**src/rtl/sdram_init_seq.sv**
```systemverilog
module sdram_init_seq #(
  parameter int AW = 12,
  parameter int BW = 2,
  parameter int CW = 16
) (
  input  logic          clk,
  input  logic          rst_n,
  input  logic [AW-1:0] mode_word,
  input  logic [CW-1:0] pwr_cycles,
  input  logic [CW-1:0] trp_cycles,
  input  logic [CW-1:0] trfc_cycles,
  input  logic [CW-1:0] tmrd_cycles,
  output logic          cs_n,
  output logic          ras_n,
  output logic          cas_n,
  output logic          we_n,
  output logic [AW-1:0] addr,
  output logic [BW-1:0] ba,
  output logic          init_done
);

  localparam logic [3:0] C_INH = 4'b1111;
  localparam logic [3:0] C_NOP = 4'b0111;
  localparam logic [3:0] C_PRE = 4'b0010;
  localparam logic [3:0] C_REF = 4'b0001;
  localparam logic [3:0] C_LMR = 4'b0000;

  typedef enum logic [2:0] {PH_PWR, PH_PRE, PH_RF1, PH_RF2, PH_LMR, PH_DONE} phase_t;

  phase_t        ph, ph_nx;
  logic [CW-1:0] cnt, len_raw, len;
  logic [3:0]    cmd;
  logic          last, issue;

  always_comb begin
    case (ph)
      PH_PWR:         len_raw = pwr_cycles;
      PH_PRE:         len_raw = trp_cycles;
      PH_RF1, PH_RF2: len_raw = trfc_cycles;
      PH_LMR:         len_raw = tmrd_cycles;
      default:        len_raw = CW'(1);
    endcase
  end

  assign len   = (len_raw == '0) ? CW'(1) : len_raw;
  assign last  = (cnt == len - CW'(1));
  assign issue = (cnt == '0);

  always_comb begin
    case (ph)
      PH_PWR:  ph_nx = PH_PRE;
      PH_PRE:  ph_nx = PH_RF1;
      PH_RF1:  ph_nx = PH_RF2;
      PH_RF2:  ph_nx = PH_LMR;
      default: ph_nx = PH_DONE;
    endcase
  end

  always_ff @(posedge clk or negedge rst_n) begin
    if (!rst_n) begin
      ph  <= PH_PWR;
      cnt <= '0;
    end else if (ph != PH_DONE) begin
      if (last) begin
        ph  <= ph_nx;
        cnt <= '0;
      end else begin
        cnt <= cnt + CW'(1);
      end
    end
  end

  always_comb begin
    cmd = C_NOP;
    if (!rst_n) cmd = C_INH;
    else if (issue) begin
      case (ph)
        PH_PRE:         cmd = C_PRE;
        PH_RF1, PH_RF2: cmd = C_REF;
        PH_LMR:         cmd = C_LMR;
        default:        cmd = C_NOP;
      endcase
    end
  end

  assign {cs_n, ras_n, cas_n, we_n} = cmd;
  assign addr = (rst_n && issue && ph == PH_LMR) ? mode_word :
                (rst_n && issue && ph == PH_PRE) ? (AW'(1) << 10) : '0;
  assign ba        = '0;
  assign init_done = (ph == PH_DONE);

  logic [1:0] refs_seen;
  logic       pre_seen;
  always_ff @(posedge clk or negedge rst_n) begin
    if (!rst_n) begin
      refs_seen <= '0;
      pre_seen  <= 1'b0;
    end else begin
      if (cmd == C_REF && refs_seen != 2'd3) refs_seen <= refs_seen + 2'd1;
      if (cmd == C_PRE) pre_seen <= 1'b1;
    end
  end


  pre_all_banks_chk: assert property (@(posedge clk) disable iff (!rst_n)
    (cmd == C_PRE) |-> (addr[10] && ba == '0));

  ref_after_pre_chk: assert property (@(posedge clk) disable iff (!rst_n)
    (cmd == C_REF) |-> pre_seen);

  lmr_after_refs_chk: assert property (@(posedge clk) disable iff (!rst_n)
    (cmd == C_LMR) |-> (refs_seen == 2'd2));

  done_after_refs_chk: assert property (@(posedge clk) disable iff (!rst_n)
    init_done |-> (refs_seen == 2'd2 && pre_seen));

  done_hold_chk: assert property (@(posedge clk) disable iff (!rst_n)
    init_done |=> (init_done && cmd == C_NOP));

endmodule

```
**config.mk**
```make
export PLATFORM = sky130hd
export DESIGN_NAME = sdram_init_seq
export DESIGN_NICKNAME = d
export VERILOG_FILES = /design/src/rtl/sdram_init_seq.sv
export SDC_FILE = /design/constraint.sdc
export NUM_CORES = 1
export LEC_CHECK = 0
export BUFFER_PORTS_ARGS = -buffer_cell sky130_fd_sc_hd__buf_2
export CAP_MARGIN = 40
export CELL_PAD_IN_SITES_DETAIL_PLACEMENT = 0
export CELL_PAD_IN_SITES_GLOBAL_PLACEMENT = 1
export CORE_UTILIZATION = 32
export DETAILED_ROUTE_END_ITERATION = 10
export GPL_ROUTABILITY_DRIVEN = 0
export GPL_TIMING_DRIVEN = 0
export PLACE_DENSITY = 0.88
export SYNTH_ARGS = -nofsm -noshare
export SYNTH_HDL_FRONTEND = slang
export SYNTH_SLANG_ARGS = --single-unit
```
**constraint.sdc**
```tcl
create_clock -name clk -period 4.2 [get_ports clk]
set_input_delay 0.42 -clock clk [delete_from_list [all_inputs] [get_ports clk]]
set_output_delay 0.42 -clock clk [all_outputs]
set_load 0.01 [all_outputs]
```
==> impl_metrics.tcl, run 1 <==
set metrics [dict create \
    fillers 681 \
    timing.hold.ws_ns 0.108 \
    cp_cell_sequence "buf_6, buf_4, nor3b_4, buf_6, a32o_1, a21oi_2, and4_1, clkbuf_8, a21oi_4, ha_4, o21ai_4, a2111oi_4, and4_1, nor3b_2, xnor2_1, or4_4, a2111oi_4, buf_4, buf_6, nor3b_1, a211o_1" \
    critPathTopFamily "simple AND/OR/NAND/NOR gates" \
    synth_top_area_share_pct 19.6 \
    fmax_mhz 225 \
    grt_pass1_vias 2655 \
    violations "negative setup slack" \
    grt_usage_pct 20.6 \
    yosys.area.top_type "dfrtp_1" \
    synthesis.area_um2 2430 \
    seq_area_frac_synth_pct 19.6 \
    ir_drop_mv 0.222 \
    cts_sinks 19 \
    path_buf_inv 6 \
    clk_pin_slew_ns 0.07 \
    pre_cts_slack_ns -0.726 \
    synth_flop_cell "dfrtp_1" \
    slowest_delay_ns 0.51 \
    synth_cell_types 57 \
    tritoncts "yes" \
    diodes 0 \
    finalInstanceArea_um2 3770 \
    io_pins 97 \
    layout-drive-gt1-share_pct 49.7 \
    io_buffers 94 \
    htreeDepth 1 \
    synth.avg_cell_area_um2 8.27 \
    grt_pass1_wl_mm 12.5 \
    drtPass1Iterations 5 \
    tightest_slew_ns 0.893 \
    finalWorstSetupSlack_ns -0.244 \
    yosysWarnings 0 \
    antenna_found_initial 0 \
    startpoint_type "register" \
    cp.required_ns 4.34 \
    drv_slew 0 \
    grt_max_degree 21 \
    powerDensity_nw_per_um2 515 \
    fin_crit_ns 4.44 \
    cap_viol_max_count 0 \
    regArea_um2 475 \
    total_power_uw 1940 \
    cts_buffers 3 \
    syn_inst 294 \
    period_share_pct 106 \
    cts_root_buffer "clkbuf_8" \
    rsz0062_at_grt "yes" \
    hold_violations 0 \
    die-area_um2 7950 \
    overflow 0 \
    crit_slowest_cell "or4_4" \
    area_growth_pct 55.2 \
    nets 515 \
    outcome "finished with violations" \
    dp.cells 488 \
    die_h_um 89.2 \
    synth_edf_count 0 \
    synthArstFlopShare_pct 100 \
    cp_max_fo 10 \
    clock_skew_ns 0.00380 \
    ys_top_cells_by_area "dfrtp_1, xnor2_1, xor2_1, nor2_1, a221o_1" \
    drt_iter0_drc 182 \
    core_um2 7290 \
    ys_seq_elements 19 \
    die_w_um 89.2 \
    route.vias.total 2850 \
    final_cells 532 \
    dp_hpwl_mm 6.02 \
    wirelength_mm 8.38 \
    crit_type "reg2reg" \
    maxSlewHeadroom_pct 40.3 \
    postRouteAntennaNets 0 \
    place_area_um2 3120 \
    wl_per_cell_um 15.7 \
    finalSetupViolations 19 \
    start_util_pct 33.3 \
    end_kind "register" \
    cp.arrival_ns 4.58 \
    power.leakage_uw 0.00177 \
    rows 31 \
    multiInputGateArea_um2 2050 \
    drc 0 \
    clk_latency_ns 0.25 \
    vias_per_cell 5.36 \
    worst_hold_path_type "in2async" \
    clk_path_buf_depth 2 \
    cp_common_cell "buf_6" \
]
flip-flops by register name (all words and copies together) (netlist names):
name,cells
ph,3
cnt,16
through the flow:
stage,setup TNS (ns),utilization [%]
after floorplan,0,-
after global placement,-10.61,42.7
after detailed placement,-12.87,42.7
after CTS,-2.09,49.5
after global routing,-6.20,51.8
final,-3.67,51.8
cells in the mapped netlist, types with 6 or more instances:
| library cell | number |
|---|---|
| buf_2 | 6 |
| a21oi_1 | 11 |
| xnor2_1 | 17 |
| mux2_2 | 7 |
| buf_6 | 7 |
| and2_1 | 12 |
| inv_1 | 12 |
| dfrtp_1 | 19 |
| nor4_1 | 6 |
| mux2i_1 | 6 |
| a221o_1 | 8 |
| nor3_1 | 9 |
| nor2_1 | 27 |
| nor3b_1 | 7 |
| clkbuf_1 | 9 |
| nand2_1 | 14 |
| nand3_1 | 14 |
| xor2_1 | 13 |
| a21o_1 | 6 |
power by group:
part           switching, µW  internal, µW
clock                   60.8          65.8
combinational            748           794
sequential              49.8           225
cell usage in the layout (no fill, tap or decap), types with 4 or more instances in the layout:
cell / n
nor4b_1: 4
nor3_1: 8
nor2_2: 9
xor2_1: 13
mux2i_1: 6
nand2_1: 14
a221o_1: 6
a211o_1: 4
nor2_1: 15
buf_2: 96
buf_4: 41
nor3b_1: 4
inv_1: 12
a21oi_1: 8
nand3b_1: 5
clkbuf_8: 4
clkbuf_1: 6
a21o_1: 6
nand4_1: 5
buf_6: 10
and2_1: 11
dfrtp_1: 19
nor4_1: 4
nor4_4: 4
mux2_2: 6
and3b_1: 4
xnor2_1: 15
nand3_1: 14
final timing paths:
kind                       slack (ns)  cells after the start      end    from
setup / recovery                -0.24                     21   cnt[2]   ph[0]
hold / removal                   0.11                      1  cnt[10]   rst_n
setup reg to reg                -0.24                     21   cnt[2]   ph[0]
hold reg to reg                  0.61                      2   cnt[1]  cnt[1]
max in group asynchronous        3.77                      1  cnt[15]   rst_n
min in group clk                 0.61                      2   cnt[1]  cnt[1]
cell families (layout without fill, tap and decap cells):
family / Yosys count / after routing / synth area share, %
mux: 14 / 14 / 6.33
xor+xnor: 30 / 30 / 10.8
fa+ha+maj: 3 / 3 / 1.54
buf+inv: 37 / 175 / 8.95
simple gates: 137 / 137 / 34.7
other cells: 1 / 2 / 0.154
flops: 19 / 19 / 19.6
compound gates: 53 / 53 / 18.0
area by class of cell:
type                            instances  area share (%)
Multi-Input combinational cell        239            54.2
Buffer                                 25            5.64
Tap cell                               99            3.28
Sequential cell                        19            12.6
Inverter                               12            1.19
Clock inverter                          1           0.133
Timing Repair Buffer                  134            21.9
Clock buffer                            3            1.09
what timing repair did:
action,4_1_cts,5_1_grt
resized for setup,29,31
setup buffers,32,5
gates cloned,4,0
endpoints found under the setup margin,19,19
pin swaps,12,13
hold buffers,0,0
routing by layer:
metal	track usage, %	wire, µm	vias to the layer above
li1	-	-	1359
met1	23.8	3310	1314
met2	38.4	4140	154
met3	1.85	628	23
met4	9.38	295	0
met5	0	0	-
(Power assumes the default switching activity.)
==> run 2, diff against run 1 <==
--- a/config.mk
+++ b/config.mk
@@ -5,6 +5,7 @@
 export SDC_FILE = /design/constraint.sdc
 export NUM_CORES = 1
 export LEC_CHECK = 0
+export ABC_AREA = 1
 export BUFFER_PORTS_ARGS = -buffer_cell sky130_fd_sc_hd__buf_2
 export CAP_MARGIN = 40
 export CELL_PAD_IN_SITES_DETAIL_PLACEMENT = 0
@@ -12,8 +13,7 @@
 export CORE_UTILIZATION = 32
 export DETAILED_ROUTE_END_ITERATION = 10
 export GPL_ROUTABILITY_DRIVEN = 0
-export GPL_TIMING_DRIVEN = 0
-export PLACE_DENSITY = 0.88
+export PLACE_DENSITY = 0.89
 export SYNTH_ARGS = -nofsm -noshare
 export SYNTH_HDL_FRONTEND = slang
 export SYNTH_SLANG_ARGS = --single-unit
==> impl_metrics.tcl, run 2 <==
set metrics [dict create \
    die_h_um 99.6 \
    tritoncts "yes" \
    tightest_slew_ns 0.713 \
    syn_inst 510 \
    outcome "finished clean" \
    synth.avg_cell_area_um2 5.97 \
    crit_type "reg2reg" \
    core_um2 9240 \
    synth_cell_types 32 \
    die_w_um 99.6 \
    clk_pin_slew_ns 0.07 \
    nets 673 \
    drv_slew 0 \
    ys_seq_elements 19 \
    layout-drive-gt1-share_pct 30.3 \
    area_growth_pct 18.4 \
    startpoint_type "register" \
    crit_slowest_cell "dfrtp_1" \
    wirelength_mm 9.13 \
    pre_cts_slack_ns 0.480 \
    synth_top_area_share_pct 17.3 \
    vias_per_cell 4.87 \
    io_pins 97 \
    io_buffers 94 \
    final.setup.tns_ns 0 \
    postRouteAntennaNets 0 \
    regMostFlops "cnt" \
    antenna_found_initial 0 \
    yosys.area.top_type "nand2_1" \
    grt_usage_pct 18.4 \
    synth_flop_cell "dfrtp_1" \
    total_power_uw 736 \
    ys_top_cells_by_area "nand2_1, dfrtp_1, nand3_1, inv_1, xor2_1" \
    die-area_um2 9910 \
    drtPass1Iterations 4 \
    period_share_pct 88.8 \
    grt_pass1_vias 3272 \
    drc 0 \
    finalSetupViolations 0 \
    largest_reg_flops 16 \
    cts_root_buffer "clkbuf_8" \
    grt_max_degree 35 \
    fin_crit_ns 3.73 \
    cts_setup_buffers 0 \
    wl_per_cell_um 12.7 \
    layout_common_cells "nand2_1, buf_2, nand3_1" \
    htreeDepth 1 \
    overflow 0 \
    cp_cell_sequence "inv_4, nor2_8, nand2_1, nand2_1, nor2_4, nand2_2, nor2_2, nand2_1, nor2_2, nor2_1, ha_1, inv_1, nor2_4, nand2_1, nor3_1, xnor2_1, inv_1, nor2_2, nand2_1, nor2_4, nand2_4, nand3_1, nand2_1" \
    clk_path_buf_depth 2 \
    finalWorstSetupSlack_ns 0.472 \
    cp.required_ns 4.34 \
    synth_edf_count 0 \
    synth.most_common_cell "nand2_1" \
    reg.largest.list "cnt: 16 flops, ph: 3 flops" \
    fmax_mhz 268 \
    slowest_delay_ns 0.59 \
    dp_hpwl_mm 7.34 \
    power.leakage_uw 0.00205 \
    hold_violations 0 \
    rows 35 \
    cap_viol_max_count 0 \
    cts-resized-gates 0 \
    fillers 998 \
    synthesis.area_um2 3050 \
    final_util_pct 39.0 \
    end_kind "register" \
    cts_sinks 19 \
    ys_top_cells_by_count "nand2_1, nand3_1, inv_1" \
    cp_max_fo 18 \
    start_util_pct 33.0 \
    mostFrequentLayoutCell "nand2_1" \
    powerDensity_nw_per_um2 204 \
    rsz0062_at_grt "no" \
    cp.arrival_ns 3.87 \
    diodes 0 \
    yosysWarnings 0 \
    timing.hold.ws_ns 0.112 \
    route.vias.total 3505 \
    seq_area_frac_synth_pct 15.6 \
    hold_buffers 0 \
    grt_pass1_wl_mm 14.9 \
    worst_hold_path_type "in2async" \
    synthArstFlopShare_pct 100 \
    maxSlewHeadroom_pct 52.1 \
    drt_iter0_drc 185 \
    clock_skew_ns 0.00107 \
    cp_common_cell "nand2_1" \
    cts_buffers 3 \
    ir_drop_mv 0.256 \
    clk_latency_ns 0.26 \
]
run 2: changes by cell type in the layout (fill, tap and decap cells not counted), moves of 12 or more:
cell,change
inv_2,+12
nand2_1,+126
nor2_1,+29
inv_1,+49
nand3_2,+12
buf_4,-39
nand3_1,+64
nand2_2,+21
run 2: cells by family after synthesis:
family / synth area share, %
flops: 15.6
other cells: 0.123
xor+xnor: 8.63
simple gates: 59.3
buf+inv: 13.8
fa+ha+maj: 1.23
compound gates: 1.27
run 2: area by class of cell:
cell class	count	area (µm²)	share of cell area, %
repair buffers	96	485	13.5
well taps	129	161	4.48
clock buffers	3	41.3	1.15
multi-input cells	397	2150	59.7
clock inverters	1	5.00	0.139
inverters	75	284	7.88
flip-flops and latches	19	475	13.2
run 2: power breakdown:
| part | switching (µW) | internal (µW) |
|---|---|---|
| clock | 63.0 | 66.0 |
| combinational | 210 | 135 |
| sequential | 49.0 | 213 |
run 2: final timing paths:
kind | start | endpoint | slack [ns] | cells after the start
worst min-delay path | rst_n | cnt[12] | 0.11 | 1
max in group asynchronous | rst_n | cnt[5] | 3.76 | 1
worst max register to register | ph[1] | cnt[2] | 0.47 | 23
worst max-delay path | ph[1] | cnt[2] | 0.47 | 23
worst min register to register | cnt[7] | cnt[7] | 0.55 | 2
min in group clk | cnt[7] | cnt[7] | 0.55 | 2
run 2: layer usage:
layer | routed length, µm | global-route usage, %
met1 | 4110 | 23.0
met2 | 4520 | 34.4
met3 | 431 | 0.773
met4 | 75 | 4.86
met5 | 0 | 0
run 2: metrics by stage:
step                cell area, µm²  instances
floorplan                     3050        511
global placement              3560        716
detailed placement            3560        716
CTS                           3600        720
global route                  3600        720
finish                        3600        720
run 2: worst max-delay path: cells and delay by family, from the launching register on:
family	cells	cell delay, ns
buf+inv	3	0.36
xor+xnor	1	0.20
flops	1	0.59
simple gates	18	2.18
fa+ha+maj	1	0.23
